### src/rtl/tssi_pkg.sv
package tssi_pkg;

  typedef struct packed {
    logic pend;
    logic sti;
    logic ovf;
  } ch_state_t;

  // bit position at which the transfer interrupt fires
  function automatic int unsigned sti_pos(int unsigned slot, logic pol,
                                          int unsigned slot_bits, int unsigned frame_len);
    return ((slot + 1) * slot_bits + (pol ? 1 : 2)) % frame_len;
  endfunction

  // bit position by which the acknowledge must have arrived
  function automatic int unsigned dl_pos(int unsigned slot, logic pol,
                                         int unsigned slot_bits, int unsigned frame_len);
    return (slot * slot_bits + frame_len - (pol ? 0 : 1)) % frame_len;
  endfunction

endpackage

### src/rtl/tssi_timebase.sv
module tssi_timebase #(
  parameter int unsigned FRAME_LEN = 256,
  parameter int unsigned POS_W     = 8
) (
  input  logic             clk_i,
  input  logic             rst_ni,
  input  logic             fsync_i,
  output logic [POS_W-1:0] pos_o,
  output logic             phase_o,
  output logic             adv_o,
  output logic [POS_W-1:0] pos_nxt_o
);

  logic [POS_W-1:0] pos_q;
  logic             phase_q;

  assign pos_nxt_o = (pos_q == POS_W'(FRAME_LEN - 1)) ? '0 : pos_q + 1'b1;
  assign adv_o     = phase_q & ~fsync_i;
  assign pos_o     = pos_q;
  assign phase_o   = phase_q;

  always_ff @(posedge clk_i or negedge rst_ni) begin
    if (!rst_ni) begin
      pos_q   <= '0;
      phase_q <= 1'b0;
    end else if (fsync_i) begin
      pos_q   <= '0;
      phase_q <= 1'b0;
    end else begin
      phase_q <= ~phase_q;
      if (phase_q) pos_q <= pos_nxt_o;
    end
  end

endmodule

### src/rtl/tssi_ack_port.sv
module tssi_ack_port #(
  parameter int unsigned NUM_CH = 4,
  parameter int unsigned REG_W  = 8
) (
  input  logic              clk_i,
  input  logic              rst_ni,
  input  logic              wr_i,
  input  logic [REG_W-1:0]  wdata_i,
  output logic [NUM_CH-1:0] ack_o,
  output logic [REG_W-1:0]  reg_o
);

  logic [NUM_CH-1:0] reg_q;

  assign ack_o = wr_i ? wdata_i[NUM_CH-1:0] : '0;

  generate
    if (REG_W > NUM_CH) begin : g_pad
      assign reg_o = {{(REG_W-NUM_CH){1'b0}}, reg_q};
    end else begin : g_nopad
      assign reg_o = reg_q;
    end
  endgenerate

  always_ff @(posedge clk_i or negedge rst_ni) begin
    if (!rst_ni) reg_q <= '0;
    else         reg_q <= ack_o;
  end

endmodule

### src/rtl/tssi_chan.sv
module tssi_chan
  import tssi_pkg::*;
#(
  parameter int unsigned SLOT_BITS = 8,
  parameter int unsigned NUM_SLOTS = 32,
  parameter int unsigned SLOT_W    = 5,
  parameter int unsigned POS_W     = 8
) (
  input  logic              clk_i,
  input  logic              rst_ni,
  input  logic              adv_i,
  input  logic [POS_W-1:0]  pos_nxt_i,
  input  logic [SLOT_W-1:0] slot_i,
  input  logic              pol_i,
  input  logic [SLOT_W-1:0] oslot_i,
  input  logic              oen_i,
  input  logic              ack_i,
  input  logic              rd_clr_i,
  output logic              sti_o,
  output logic              ovf_o
);

  localparam int unsigned FRAME_LEN = SLOT_BITS * NUM_SLOTS;

  logic [POS_W-1:0] tgt, dl;
  logic             sti_ev, ovf_ev;
  ch_state_t        st_q, st_d;

  always_comb begin
    tgt = POS_W'(sti_pos(int'(slot_i), pol_i, SLOT_BITS, FRAME_LEN));
    dl  = POS_W'(dl_pos(int'(oslot_i), pol_i, SLOT_BITS, FRAME_LEN));
  end

  assign sti_ev = adv_i & (pos_nxt_i == tgt);
  // an acknowledge on the deadline edge is still in time
  assign ovf_ev = adv_i & (pos_nxt_i == dl) & oen_i & st_q.pend & ~ack_i;

  always_comb begin
    st_d.pend = sti_ev | (st_q.pend & ~ack_i);
    st_d.sti  = sti_ev | (st_q.sti  & ~rd_clr_i);
    st_d.ovf  = ovf_ev | (st_q.ovf  & ~rd_clr_i);
  end

  always_ff @(posedge clk_i or negedge rst_ni) begin
    if (!rst_ni) st_q <= '0;
    else         st_q <= st_d;
  end

  assign sti_o = st_q.sti;
  assign ovf_o = st_q.ovf;

endmodule

### src/rtl/tssi_unit.sv
module tssi_unit #(
  parameter int unsigned NUM_CH    = 4,
  parameter int unsigned SLOT_BITS = 8,
  parameter int unsigned NUM_SLOTS = 32,
  parameter int unsigned REG_W     = 8,
  parameter int unsigned SLOT_W    = $clog2(NUM_SLOTS),
  parameter int unsigned POS_W     = $clog2(SLOT_BITS * NUM_SLOTS)
) (
  input  logic                     clk_i,
  input  logic                     rst_ni,
  input  logic                     fsync_i,
  input  logic [NUM_CH*SLOT_W-1:0] slot_sel_i,
  input  logic [NUM_CH-1:0]        dly_pol_i,
  input  logic [NUM_CH*SLOT_W-1:0] ovf_slot_i,
  input  logic [NUM_CH-1:0]        ovf_en_i,
  input  logic                     ack_wr_i,
  input  logic [REG_W-1:0]         ack_wdata_i,
  input  logic                     rd_clr_i,
  output logic [NUM_CH-1:0]        sti_o,
  output logic [NUM_CH-1:0]        ovf_o,
  output logic                     irq_o,
  output logic [REG_W-1:0]         ack_reg_o
);

  localparam int unsigned FRAME_LEN = SLOT_BITS * NUM_SLOTS;

  logic [POS_W-1:0]  pos_q, pos_nxt;
  logic              phase_q, adv;
  logic [NUM_CH-1:0] ack;

  tssi_timebase #(
    .FRAME_LEN(FRAME_LEN),
    .POS_W    (POS_W)
  ) u_tb (
    .clk_i    (clk_i),
    .rst_ni   (rst_ni),
    .fsync_i  (fsync_i),
    .pos_o    (pos_q),
    .phase_o  (phase_q),
    .adv_o    (adv),
    .pos_nxt_o(pos_nxt)
  );

  tssi_ack_port #(
    .NUM_CH(NUM_CH),
    .REG_W (REG_W)
  ) u_ack (
    .clk_i  (clk_i),
    .rst_ni (rst_ni),
    .wr_i   (ack_wr_i),
    .wdata_i(ack_wdata_i),
    .ack_o  (ack),
    .reg_o  (ack_reg_o)
  );

  for (genvar c = 0; c < NUM_CH; c++) begin : g_ch
    tssi_chan #(
      .SLOT_BITS(SLOT_BITS),
      .NUM_SLOTS(NUM_SLOTS),
      .SLOT_W   (SLOT_W),
      .POS_W    (POS_W)
    ) u_ch (
      .clk_i    (clk_i),
      .rst_ni   (rst_ni),
      .adv_i    (adv),
      .pos_nxt_i(pos_nxt),
      .slot_i   (slot_sel_i[c*SLOT_W +: SLOT_W]),
      .pol_i    (dly_pol_i[c]),
      .oslot_i  (ovf_slot_i[c*SLOT_W +: SLOT_W]),
      .oen_i    (ovf_en_i[c]),
      .ack_i    (ack[c]),
      .rd_clr_i (rd_clr_i),
      .sti_o    (sti_o[c]),
      .ovf_o    (ovf_o[c])
    );
  end

  assign irq_o = (|sti_o) | (|(ovf_o & ovf_en_i));

endmodule

### config.mk
export PLATFORM = sky130hd
export DESIGN_NAME = tssi_unit
export DESIGN_NICKNAME = d
export VERILOG_FILES = /design/src/rtl/tssi_pkg.sv /design/src/rtl/tssi_timebase.sv /design/src/rtl/tssi_ack_port.sv /design/src/rtl/tssi_chan.sv /design/src/rtl/tssi_unit.sv
export SDC_FILE = /design/constraint.sdc
export NUM_CORES = 1
export LEC_CHECK = 0
export BUFFER_PORTS_ARGS = -buffer_cell sky130_fd_sc_hd__buf_4
export CAP_MARGIN = 20
export CORE_MARGIN = 1.5
export CORE_UTILIZATION = 55
export DETAILED_ROUTE_END_ITERATION = 10
export PLACE_DENSITY_LB_ADDON = 0.08
export SKIP_CTS_REPAIR_TIMING = 1
export SLEW_MARGIN = 0
export SYNTH_ARGS = -nofsm -noshare
export SYNTH_HDL_FRONTEND = slang
export SYNTH_SLANG_ARGS = --single-unit
export TNS_END_PERCENT = 100
### constraint.sdc
create_clock -name clk_i -period 7.6 [get_ports clk_i]
set_input_delay 0.38 -clock clk_i [delete_from_list [all_inputs] [get_ports clk_i]]
set_output_delay 0.38 -clock clk_i [all_outputs]
set_load 0.03 [all_outputs]
==> out/metrics.yaml, run 1 <==
synthesis:
  synth_cell_types: 50
  synth_top_cells_by_count: "xnor2_1 (41), dfrtp_1 (25), xor2_1 (21), nor2_1 (18), inv_1 (17)"
  syn_inst: 296
  yosysWarningCount: 0
  synth_top_cell_area_share_pct: 24.1
  synthTopCellsByArea: "dfrtp_1 (24%), xnor2_1 (14%), xor2_1 (7.1%)"
  synth_area_per_cell_um2: 8.76
  synth.most_common_cell: "xnor2_1"
  synth_edf_count: 0
  ys.flop_type: "dfrtp_1"
  postSynth.asyncResetShare_pct: 100
  synth_seq_cells: 25
  synth_area_um2: 2590
  seq_area_frac_synth_pct: 24.1
  synth_largest_area_cell: "dfrtp_1"
global_routing:
  gr-usage-met3_pct: 2.67
  grt.met2_usage_pct: 43.4
  grt_pass1_wl_um: 10500
  grt_max_degree: 26
  top_usage_layer: "met2"
  antenna_found_initial: 0
  track_usage_pct: 26.2
  grt_pass1_vias: 2091
  use_met1_pct: 37.0
  overflow: 0
finish:
  fin_util_pct: 69.5
  ff_latch_area_um2: 626
  synthToLayoutAreaGrowth_pct: 19.1
  diodes: 0
  nets: 421
  fill_cells: 391
  multi_input_area_um2: 1760
  drive_gt1_share_pct: 22.9
power:
  power_switching_mw: 0.104
  swShare_pct: 31.2
  intPower_mw: 0.228
  p_leak_nw: 1.39
  comb_power_share_pct: 33.1
  p_clk_share_pct: 24.9
  ir_drop_mv: 0.0612
  power.share.sequential_pct: 42.0
  p_per_area_nw_per_um2: 108
die:
  rows: 24
  core_area_um2: 4440
  dieHeight_um: 71.7
  die_w_um: 71.7
  start_util_pct: 58.3
  dieArea_um2: 5130
  ios: 78
outcome:
  outcome: "complete, but fails checks"
  failed_checks: "hold timing"
sta:
  hold_viol_final: 13
  post-route-period-util_pct: 41.9
  setup_tns_ns: 0
  rsz0062_at_grt: "no"
  max_freq_ghz: 0.314
  setup_violations: 0
  slew_headroom_pct: 46.9
  holdWs_ns: -0.00349
  period_needed_ns: 3.18
  slew_viol_final: 0
  worst_pin_slew_ns: 0.793
  finClkSkew_ns: 0.00107
clock_network:
  cts-root-buf: "clkbuf_8"
  cts_tree: "done"
  max-clock-path-buffers: 2
  numCtsBuffers: 3
  clk_pin_slew_ns: 0.09
  cts.sinks: 25
  cts_max_level: 1
  clock_latency_ns: 0.27
placement:
  finalWeightedCongestion: 0.868
  port_buffers: 69
  place_hpwl_um: 4920
route:
  routed_via_density: 5.75
  num_vias: 2311
  drt-total-wl_um: 6490
  ant_nets: 0
  wl_per_cell_um: 16.2
  dr.pass1.iters: 6
  drc: 0
  initialDrtViolationCount: 200
min_path:
  hp-class: "input port to asynchronous set/reset pin"
setup_path:
  crit_path_end_kind: "flop"
  start_kind: "flop"
  critPathKind: "flop to flop"
  arrival_ns: 3.37
  required_ns: 7.79
  path_max_fanout: 10
run:
  maxCapViolations: 0
==> path summary, 6_finish.rpt <==
kind	from	end	slack [ns]	cells past startpoint
worst max-delay path	u_tb.pos_o[0]$_DFFE_PN0N_	g_ch[0].u_ch.sti_o$_DFF_PN0_	4.42	7
worst max register to register	u_tb.pos_o[0]$_DFFE_PN0N_	g_ch[0].u_ch.sti_o$_DFF_PN0_	4.42	7
max in group asynchronous	rst_ni	g_ch[2].u_ch.ovf_o$_DFF_PN0_	7.36	1
worst min register to register	g_ch[3].u_ch.st_q[2]$_DFF_PN0_	g_ch[3].u_ch.st_q[2]$_DFF_PN0_	0.53	2
min in group clk_i	ack_wdata_i[0]	u_ack.reg_q[0]$_DFF_PN0_	0.33	2
worst min-delay path	rst_ni	u_tb.pos_o[4]$_DFFE_PN0N_	-0.003	1
==> worst max-delay path, cell delays in order, from the launching register on <==
cell and delay [ns]:
dfrtp_1 0.52, ha_1 0.26, and3_1 0.42, and2b_1 0.53, xnor3_1 0.42, or3_1 0.36, or4_1 0.48, o21ai_0 0.12
==> per-layer routing <==
metal	up-vias	share of wire [%]
li1	1126	-
met1	1086	45
met2	94	48
met3	5	6.2
met4	0	0.83
met5	-	0
==> power by group through the flow <==
stage | registers [mW] | logic (mW) | clock network (mW)
after floorplan | 0.143 | 0.0648 | 0
after global placement | 0.142 | 0.107 | 0
after detailed placement | 0.142 | 0.109 | 0
after CTS | 0.139 | 0.110 | 0.0826
after global routing | 0.140 | 0.120 | 0.0889
final | 0.139 | 0.110 | 0.0825
==> through the flow <==
stage / cell area [um^2] / setup slack [ns] / instances / total power, mW / hold WS, ns
2_1_floorplan: 2600 / 5.14 / 299 / 0.207 / 0.0844
3_3_place_gp: 3030 / 4.56 / 397 / 0.249 / 0.299
3_5_place_dp: 3030 / 4.48 / 397 / 0.251 / 0.303
4_1_cts: 3080 / 4.45 / 401 / 0.332 / 0.00529
5_1_grt: 3090 / 4.26 / 402 / 0.349 / 0.0137
6_report: 3090 / 4.42 / 402 / 0.332 / -0.00349
==> flip-flops by register name, summed over array words and instances (netlist names) <==
register and flops:
g_ch.u_ch.st_q 4, g_ch.u_ch.sti_o 4, u_tb.pos_o 8, g_ch.u_ch.ovf_o 4
u_tb.phase_o 1, u_ack.reg_q 4
==> layout make-up <==
| type | count | area share (%) |
|---|---|---|
| multi-input combinational | 234 | 57.0 |
| sequential | 25 | 20.3 |
| timing repair buffer | 70 | 17.0 |
| tap | 52 | 2.11 |
| inverter | 17 | 2.07 |
| clock buffer | 3 | 1.34 |
| clock inverter | 1 | 0.243 |
==> cell usage in the layout (no fill, tap or decap), types with 2 or more instances in the layout <==
cell | netlist | layout
a211oi_1 | 3 | 3
conb_1 | 1 | 4
nor2_2 | 2 | 2
mux2i_1 | 5 | 5
a22oi_1 | 4 | 4
nand2b_1 | 7 | 7
and3_1 | 4 | 4
nor3_1 | 13 | 13
buf_4 | 14 | 70
a2111oi_0 | 2 | 2
or3_1 | 7 | 7
o22ai_1 | 3 | 3
nand4_1 | 5 | 5
o41ai_1 | 2 | 2
dfrtp_1 | 25 | 25
and2_1 | 4 | 4
inv_1 | 17 | 17
nor2b_1 | 5 | 5
nand2_1 | 13 | 13
xnor3_1 | 7 | 7
nor2_1 | 18 | 18
a2bb2oi_1 | 2 | 2
ha_1 | 9 | 9
nor4b_1 | 3 | 3
nand3_1 | 13 | 13
clkbuf_8 | 0 | 3
o21ai_0 | 10 | 10
xnor2_1 | 41 | 41
xor2_1 | 21 | 21
or4_1 | 2 | 2
nor4_1 | 7 | 7
o2111ai_1 | 2 | 2
==> logic make-up after synthesis <==
kind of cell               Yosys count  synth area share [%]
DFF                                 25                  24.1
adders and majority gates            9                  4.34
xor gates and xnor gates            70                  27.7
and+or+nand+nor                    109                  23.0
muxes                                5                  1.93
buffers and inverters               40                  8.49
AOI/OAI and AO/OA                   37                  10.3
other                                1                 0.145
Power figures use the tool's default switching activity.
==> inputs of run 2 (changes only) <==
--- a/config.mk
+++ b/config.mk
@@ -5,10 +5,11 @@
 export SDC_FILE = /design/constraint.sdc
 export NUM_CORES = 1
 export LEC_CHECK = 0
+export ABC_AREA = 1
 export BUFFER_PORTS_ARGS = -buffer_cell sky130_fd_sc_hd__buf_4
 export CAP_MARGIN = 20
 export CORE_MARGIN = 1.5
-export CORE_UTILIZATION = 55
+export CORE_UTILIZATION = 54
 export DETAILED_ROUTE_END_ITERATION = 10
 export PLACE_DENSITY_LB_ADDON = 0.08
 export SKIP_CTS_REPAIR_TIMING = 1
==> constraint.sdc (replaced) <==
create_clock -name clk_i -period 3.28 [get_ports clk_i]
set_input_delay 0.164 -clock clk_i [delete_from_list [all_inputs] [get_ports clk_i]]
set_output_delay 0.164 -clock clk_i [all_outputs]
set_load 0.03 [all_outputs]
==> run 2 against run 1 <==
  * The run now ends clean
  * Wire length up 16%
  * Via count up 34%
  * Sequential power up 130%
  * Sequential share of layout area down 1.7 points
  * Clock skew up 0.0021 ns
  * Final area up 8.9%
  * Core utilization down 3.2 points
  * Sequential cell count unchanged
  * Combinational power up 140%
  * Highest routed layer unchanged
==> out/metrics.yaml, run 2 <==
outcome:
  outcome: "completed"
die:
  dieHeight_um: 75.5
  ios: 78
  start_util_pct: 55.9
  core_area_um2: 5070
  dieArea_um2: 5690
  die_w_um: 75.5
  rows: 26
finish:
  final_common_cell: "nand2_1"
  final_cells: 608
  drive_gt1_share_pct: 18.0
  largest_reg_flops: 8
  synthToLayoutAreaGrowth_pct: 18.5
  nets: 609
  layout_common_cells: "nand2_1 (176), buf_4 (69), inv_1 (67)"
  diodes: 0
synthesis:
  ys.flop_type: "dfrtp_1"
  synth.most_common_cell: "nand2_1"
  synth_top_cell_area_share_pct: 23.3
  synth_largest_area_cell: "nand2_1"
  synthTopCellsByArea: "nand2_1 (23%), dfrtp_1 (22%), nand3_1 (9.2%)"
  synth_top_cells_by_count: "nand2_1 (176), inv_1 (67), nand3_1 (52), nor2_1 (49), dfrtp_1 (25)"
  synth_edf_count: 0
  synth_area_um2: 2840
  synth_seq_cells: 25
  synth_area_per_cell_um2: 5.92
  seq_area_frac_synth_pct: 22.1
  synth_cell_types: 28
  yosysWarningCount: 0
  postSynth.asyncResetShare_pct: 100
  syn_inst: 479
clock_network:
  cts-root-buf: "clkbuf_8"
  cts.sinks: 25
  numCtsBuffers: 3
  cts_tree: "done"
  clk_pin_slew_ns: 0.09
  clock_latency_ns: 0.27
  max-clock-path-buffers: 2
  cts_max_level: 1
setup_path:
  crit_chain: "ha_1 -> nand2_1 -> nor2_2 -> nand2_2 -> nand3_2 -> nand2_1 -> inv_1 -> nor2_1 -> nor2_1 -> nand2_1 -> nand2_1"
  startpoint: "u_tb.pos_o[0]$_DFFE_PN0N_"
  path_max_fanout: 20
  arrival_ns: 2.40
  r2r_start: "u_tb.pos_o[0]$_DFFE_PN0N_"
  required_ns: 3.44
  crit_path_end_kind: "flop"
  cp_slowest_cell: "dfrtp_1"
  reg2reg_slack_ns: 1.04
  timing.rr.end: "g_ch[0].u_ch.st_q[2]$_DFF_PN0_"
  path_common_cell: "nand2_1"
  critPathKind: "flop to flop"
  cp_num_buf_inv: 1
  cp_slowest_stage_delay_ns: 0.44
  crit_family: "simple AND/OR/NAND/NOR gates"
  r2r_cells: 11
  start_kind: "flop"
route:
  num_vias: 3108
  routed_via_density: 5.11
  initialDrtViolationCount: 228
  dr.pass1.iters: 4
  drc: 0
  drt-total-wl_um: 7530
  ant_nets: 0
  wl_per_cell_um: 12.4
global_routing:
  overflow: 0
  track_usage_pct: 27.7
  antenna_found_initial: 0
  grt_max_degree: 26
  grt_pass1_vias: 2694
  grt_pass1_wl_um: 12100
power:
  power.total_mw: 0.767
  ir_drop_mv: 0.133
  p_per_area_nw_per_um2: 228
  p_leak_nw: 1.93
sta:
  setup_tns_ns: 0
  slew_viol_final: 0
  post-route-period-util_pct: 68.1
  slew_headroom_pct: 64.8
  period_needed_ns: 2.24
  worst_pin_slew_ns: 0.526
  hold_viol_final: 0
  setup_violations: 0
  finClkSkew_ns: 0.00313
  rsz0062_at_grt: "no"
  holdWs_ns: 0.0910
  max_freq_ghz: 0.447
min_path:
  hold_end: "u_tb.phase_o$_DFF_PN0_"
  min_from: "fsync_i"
  hp-class: "input port to flop"
  worstHoldPathCells: 2
placement:
  port_buffers: 69
  place_hpwl_um: 6100
  finalWeightedCongestion: 0.967
  dpl.cell_count: 603
run:
  maxCapViolations: 0
## run 2: report_power, final
group / internal (mW) / total, mW / switching (mW)
registers: 0.314 / 0.318 / 0.00461
clock network: 0.0862 / 0.188 / 0.102
logic: 0.111 / 0.261 / 0.150
## run 2: worst max-delay path by stage
stage / end / depth (start not counted)
after detailed placement: g_ch[0].u_ch.st_q[2]$_DFF_PN0_ / 11
after CTS: g_ch[0].u_ch.st_q[2]$_DFF_PN0_ / 11
after floorplan: g_ch[3].u_ch.st_q[2]$_DFF_PN0_ / 12
after global placement: g_ch[0].u_ch.sti_o$_DFF_PN0_ / 11
after global routing: g_ch[0].u_ch.st_q[2]$_DFF_PN0_ / 11
final: g_ch[0].u_ch.st_q[2]$_DFF_PN0_ / 11
## run 2: cells by family (layout without fill, tap and decap cells)
| group | count (synthesis) | in the layout | synth area share, % |
|---|---|---|---|
| adders and majority gates | 9 | 9 | 3.97 |
| other | 1 | 4 | 0.132 |
| and+or+nand+nor | 323 | 323 | 50.4 |
| xor gates and xnor gates | 19 | 19 | 5.87 |
| AOI/OAI and AO/OA | 13 | 13 | 2.87 |
| buffers and inverters | 89 | 145 | 14.7 |
| DFF | 25 | 25 | 22.1 |
## run 2: worst register-to-register path, delay by kind of cell, from the launching register on
kind	cells	cell delay, ns
flops	1	0.44
buf+inv	1	0.04
fa+ha+maj	1	0.28
simple gates	9	1.37
## run 2: final cells by class
type                       instances  area [um^2]
fill                             512         1710
clock buffer                       3         41.3
timing repair buffer              70          528
inverter                          71          267
clock inverter                     1         7.51
tap                               70         87.6
sequential                        25          626
multi-input combinational        368         1800
## run 2: per-stage QoR
stage	worst slack, ns	utilization [%]	instance area [um^2]
after floorplan	1.63	-	2850
after global placement	1.08	65.1	3300
after detailed placement	1.05	65.1	3300
after CTS	1.04	66.0	3350
after global routing	0.827	66.2	3360
final	1.04	66.2	3360
## run 2: per-layer routing
metal	vias to the layer above	part of all wire [%]	track usage [%]
li1	1607	-	-
met1	1398	44	37.7
met2	93	48	48.1
met3	10	6.2	1.72
met4	0	1.7	6.35
met5	-	0	0
==> inputs of run 3 (changes only) <==
--- a/config.mk
+++ b/config.mk
@@ -9,7 +9,7 @@
 export BUFFER_PORTS_ARGS = -buffer_cell sky130_fd_sc_hd__buf_4
 export CAP_MARGIN = 20
 export CORE_MARGIN = 1.5
-export CORE_UTILIZATION = 54
+export CORE_UTILIZATION = 49
 export DETAILED_ROUTE_END_ITERATION = 10
 export PLACE_DENSITY_LB_ADDON = 0.08
 export SKIP_CTS_REPAIR_TIMING = 1
==> constraint.sdc (replaced) <==
create_clock -name clk_i -period 1.8 [get_ports clk_i]
set_input_delay 0.09 -clock clk_i [delete_from_list [all_inputs] [get_ports clk_i]]
set_output_delay 0.09 -clock clk_i [all_outputs]
set_load 0.03 [all_outputs]
==> run 3 against run 2 <==
  * Wire length up 14%
  * Core utilization rose by 2.6 points
  * Via count up 4.1%
  * Register-to-register slack worse by 1.0 ns
  * Non-clock buffer count increased by 36
  * Clock power up 89%
  * Fmax increased by 27%
  * Global-route usage increased by 0.096 points
==> out/metrics.yaml, run 3 (synthesis results as in run 2) <==
setup_path:
  startpoint: "u_tb.pos_o[1]$_DFFE_PN0N_"
  cp_num_buf_inv: 2
  crit_chain: "ha_4 -> nand2_4 -> nor2_4 -> nand2_4 -> inv_1 -> nor2_2 -> buf_4 -> nand3_1 -> nand2_1 -> nor2_1 -> nand2_1 -> nand2_1"
  r2r_start: "u_tb.pos_o[1]$_DFFE_PN0N_"
  crit_family: "simple AND/OR/NAND/NOR gates"
  reg2reg_slack_ns: 0.05
  crit_path_end_kind: "flop"
  r2r_cells: 12
  path_common_cell: "nand2_1"
  required_ns: 1.97
  cp_slowest_stage_delay_ns: 0.43
  start_kind: "flop"
  arrival_ns: 1.92
  path_max_fanout: 8
  critPathKind: "flop to flop"
  cp_slowest_cell: "dfrtp_1"
  timing.rr.end: "g_ch[2].u_ch.st_q[2]$_DFF_PN0_"
global_routing:
  grt.met2_usage_pct: 46.5
  antenna_found_initial: 0
  use_met1_pct: 38.6
  track_usage_pct: 27.8
  gr-usage-met3_pct: 2.99
  overflow: 0
  grt_max_degree: 26
  top_usage_layer: "met2"
  grt_pass1_vias: 2869
  grt_pass1_wl_um: 13500
sta:
  finClkSkew_ns: 0.0115
  setup_tns_ns: 0
  slew_viol_final: 0
  setup_violations: 0
  max_freq_ghz: 0.570
  period_needed_ns: 1.75
  hold_viol_final: 0
  rsz0062_at_grt: "yes"
  post-route-period-util_pct: 97.5
  setup_ws_ns: 0.0452
placement:
  port_buffers: 69
  post-place-ws_ns: -0.0699
  finalWeightedCongestion: 0.962
  place_hpwl_um: 6810
clock_network:
  clock_latency_ns: 0.28
  numCtsBuffers: 3
  max-clock-path-buffers: 2
  cts.sinks: 25
  cts_max_level: 1
  cts-root-buf: "clkbuf_8"
  cts_tree: "done"
  clk_pin_slew_ns: 0.10
route:
  dr.pass1.iters: 5
  drc: 0
  num_vias: 3234
  drt-total-wl_um: 8550
  routed_via_density: 5.00
  wl_per_cell_um: 13.2
  initialDrtViolationCount: 237
  ant_nets: 0
die:
  dieArea_um2: 6250
  core_area_um2: 5540
  ios: 78
  die_w_um: 79.1
  dieHeight_um: 79.1
  start_util_pct: 51.2
  rows: 27
outcome:
  outcome: "completed"
finish:
  synthToLayoutAreaGrowth_pct: 34.5
  diodes: 0
  layout_common_cells: "nand2_1 (166), buf_4 (98), inv_1 (67)"
  largest_reg_flops: 8
  nets: 646
  final_common_cell: "nand2_1"
  drive_gt1_share_pct: 27.0
power:
  power.total_mw: 1.46
  ir_drop_mv: 0.304
  p_per_area_nw_per_um2: 384
  p_leak_nw: 2.15
min_path:
  hp-class: "input port to flop"
  worstHoldPathCells: 3
  min_from: "ack_wdata_i[1]"
  hold_end: "u_ack.reg_q[1]$_DFF_PN0_"
run:
  maxCapViolations: 0
run 3: per-layer routing:
layer / share of wire [%] / vias up / wire length (um)
met3: 5.3 / 8 / 453
met1: 45 / 1436 / 3870
met5: 0 / - / 0
li1: - / 1685 / -
met4: 0.73 / 0 / 62
met2: 49 / 105 / 4160
run 3: worst max path at each step:
| stage | to | depth (start not counted) |
|---|---|---|
| 3_3_place_gp | g_ch[0].u_ch.st_q[2]$_DFF_PN0_ | 12 |
| 3_5_place_dp | g_ch[1].u_ch.st_q[2]$_DFF_PN0_ | 9 |
| 5_1_grt | g_ch[2].u_ch.ovf_o$_DFF_PN0_ | 12 |
| 2_1_floorplan | g_ch[3].u_ch.st_q[2]$_DFF_PN0_ | 12 |
| 4_1_cts | g_ch[1].u_ch.st_q[2]$_DFF_PN0_ | 9 |
| 6_report | g_ch[2].u_ch.st_q[2]$_DFF_PN0_ | 12 |
run 3: worst register-to-register path, cell delays in order, from the launching register on:
cell and delay, ns:
dfrtp_1 0.43, ha_4 0.20, nand2_4 0.07, nor2_4 0.05, nand2_4 0.13, inv_1 0.07, nor2_2 0.17, buf_4 0.16
nand3_1 0.07, nand2_1 0.07, nor2_1 0.04, nand2_1 0.09, nand2_1 0.07
run 3: metrics by stage:
stage	util [%]	instance area, um^2	cells	hold WS (ns)
detailed placement	64.3	3560	638	0.00953
finish	68.8	3810	647	0.0121
global placement	64.3	3560	638	0.00616
CTS	65.2	3610	642	-0.305
floorplan	-	2850	482	-0.206
global route	68.8	3810	647	0.0315
run 3: layout make-up:
type	instances	area (um^2)
flip-flops and latches	25	628
well taps	72	90.1
repair buffers	106	836
multi-input cells	369	1940
clock buffers	3	41.3
fillers	528	1730
clock inverters	1	7.51
inverters	71	267
run 3: where the power goes:
part | switching, mW | internal (mW)
sequential | 0.00691 | 0.572
combinational | 0.293 | 0.236
clock | 0.197 | 0.158
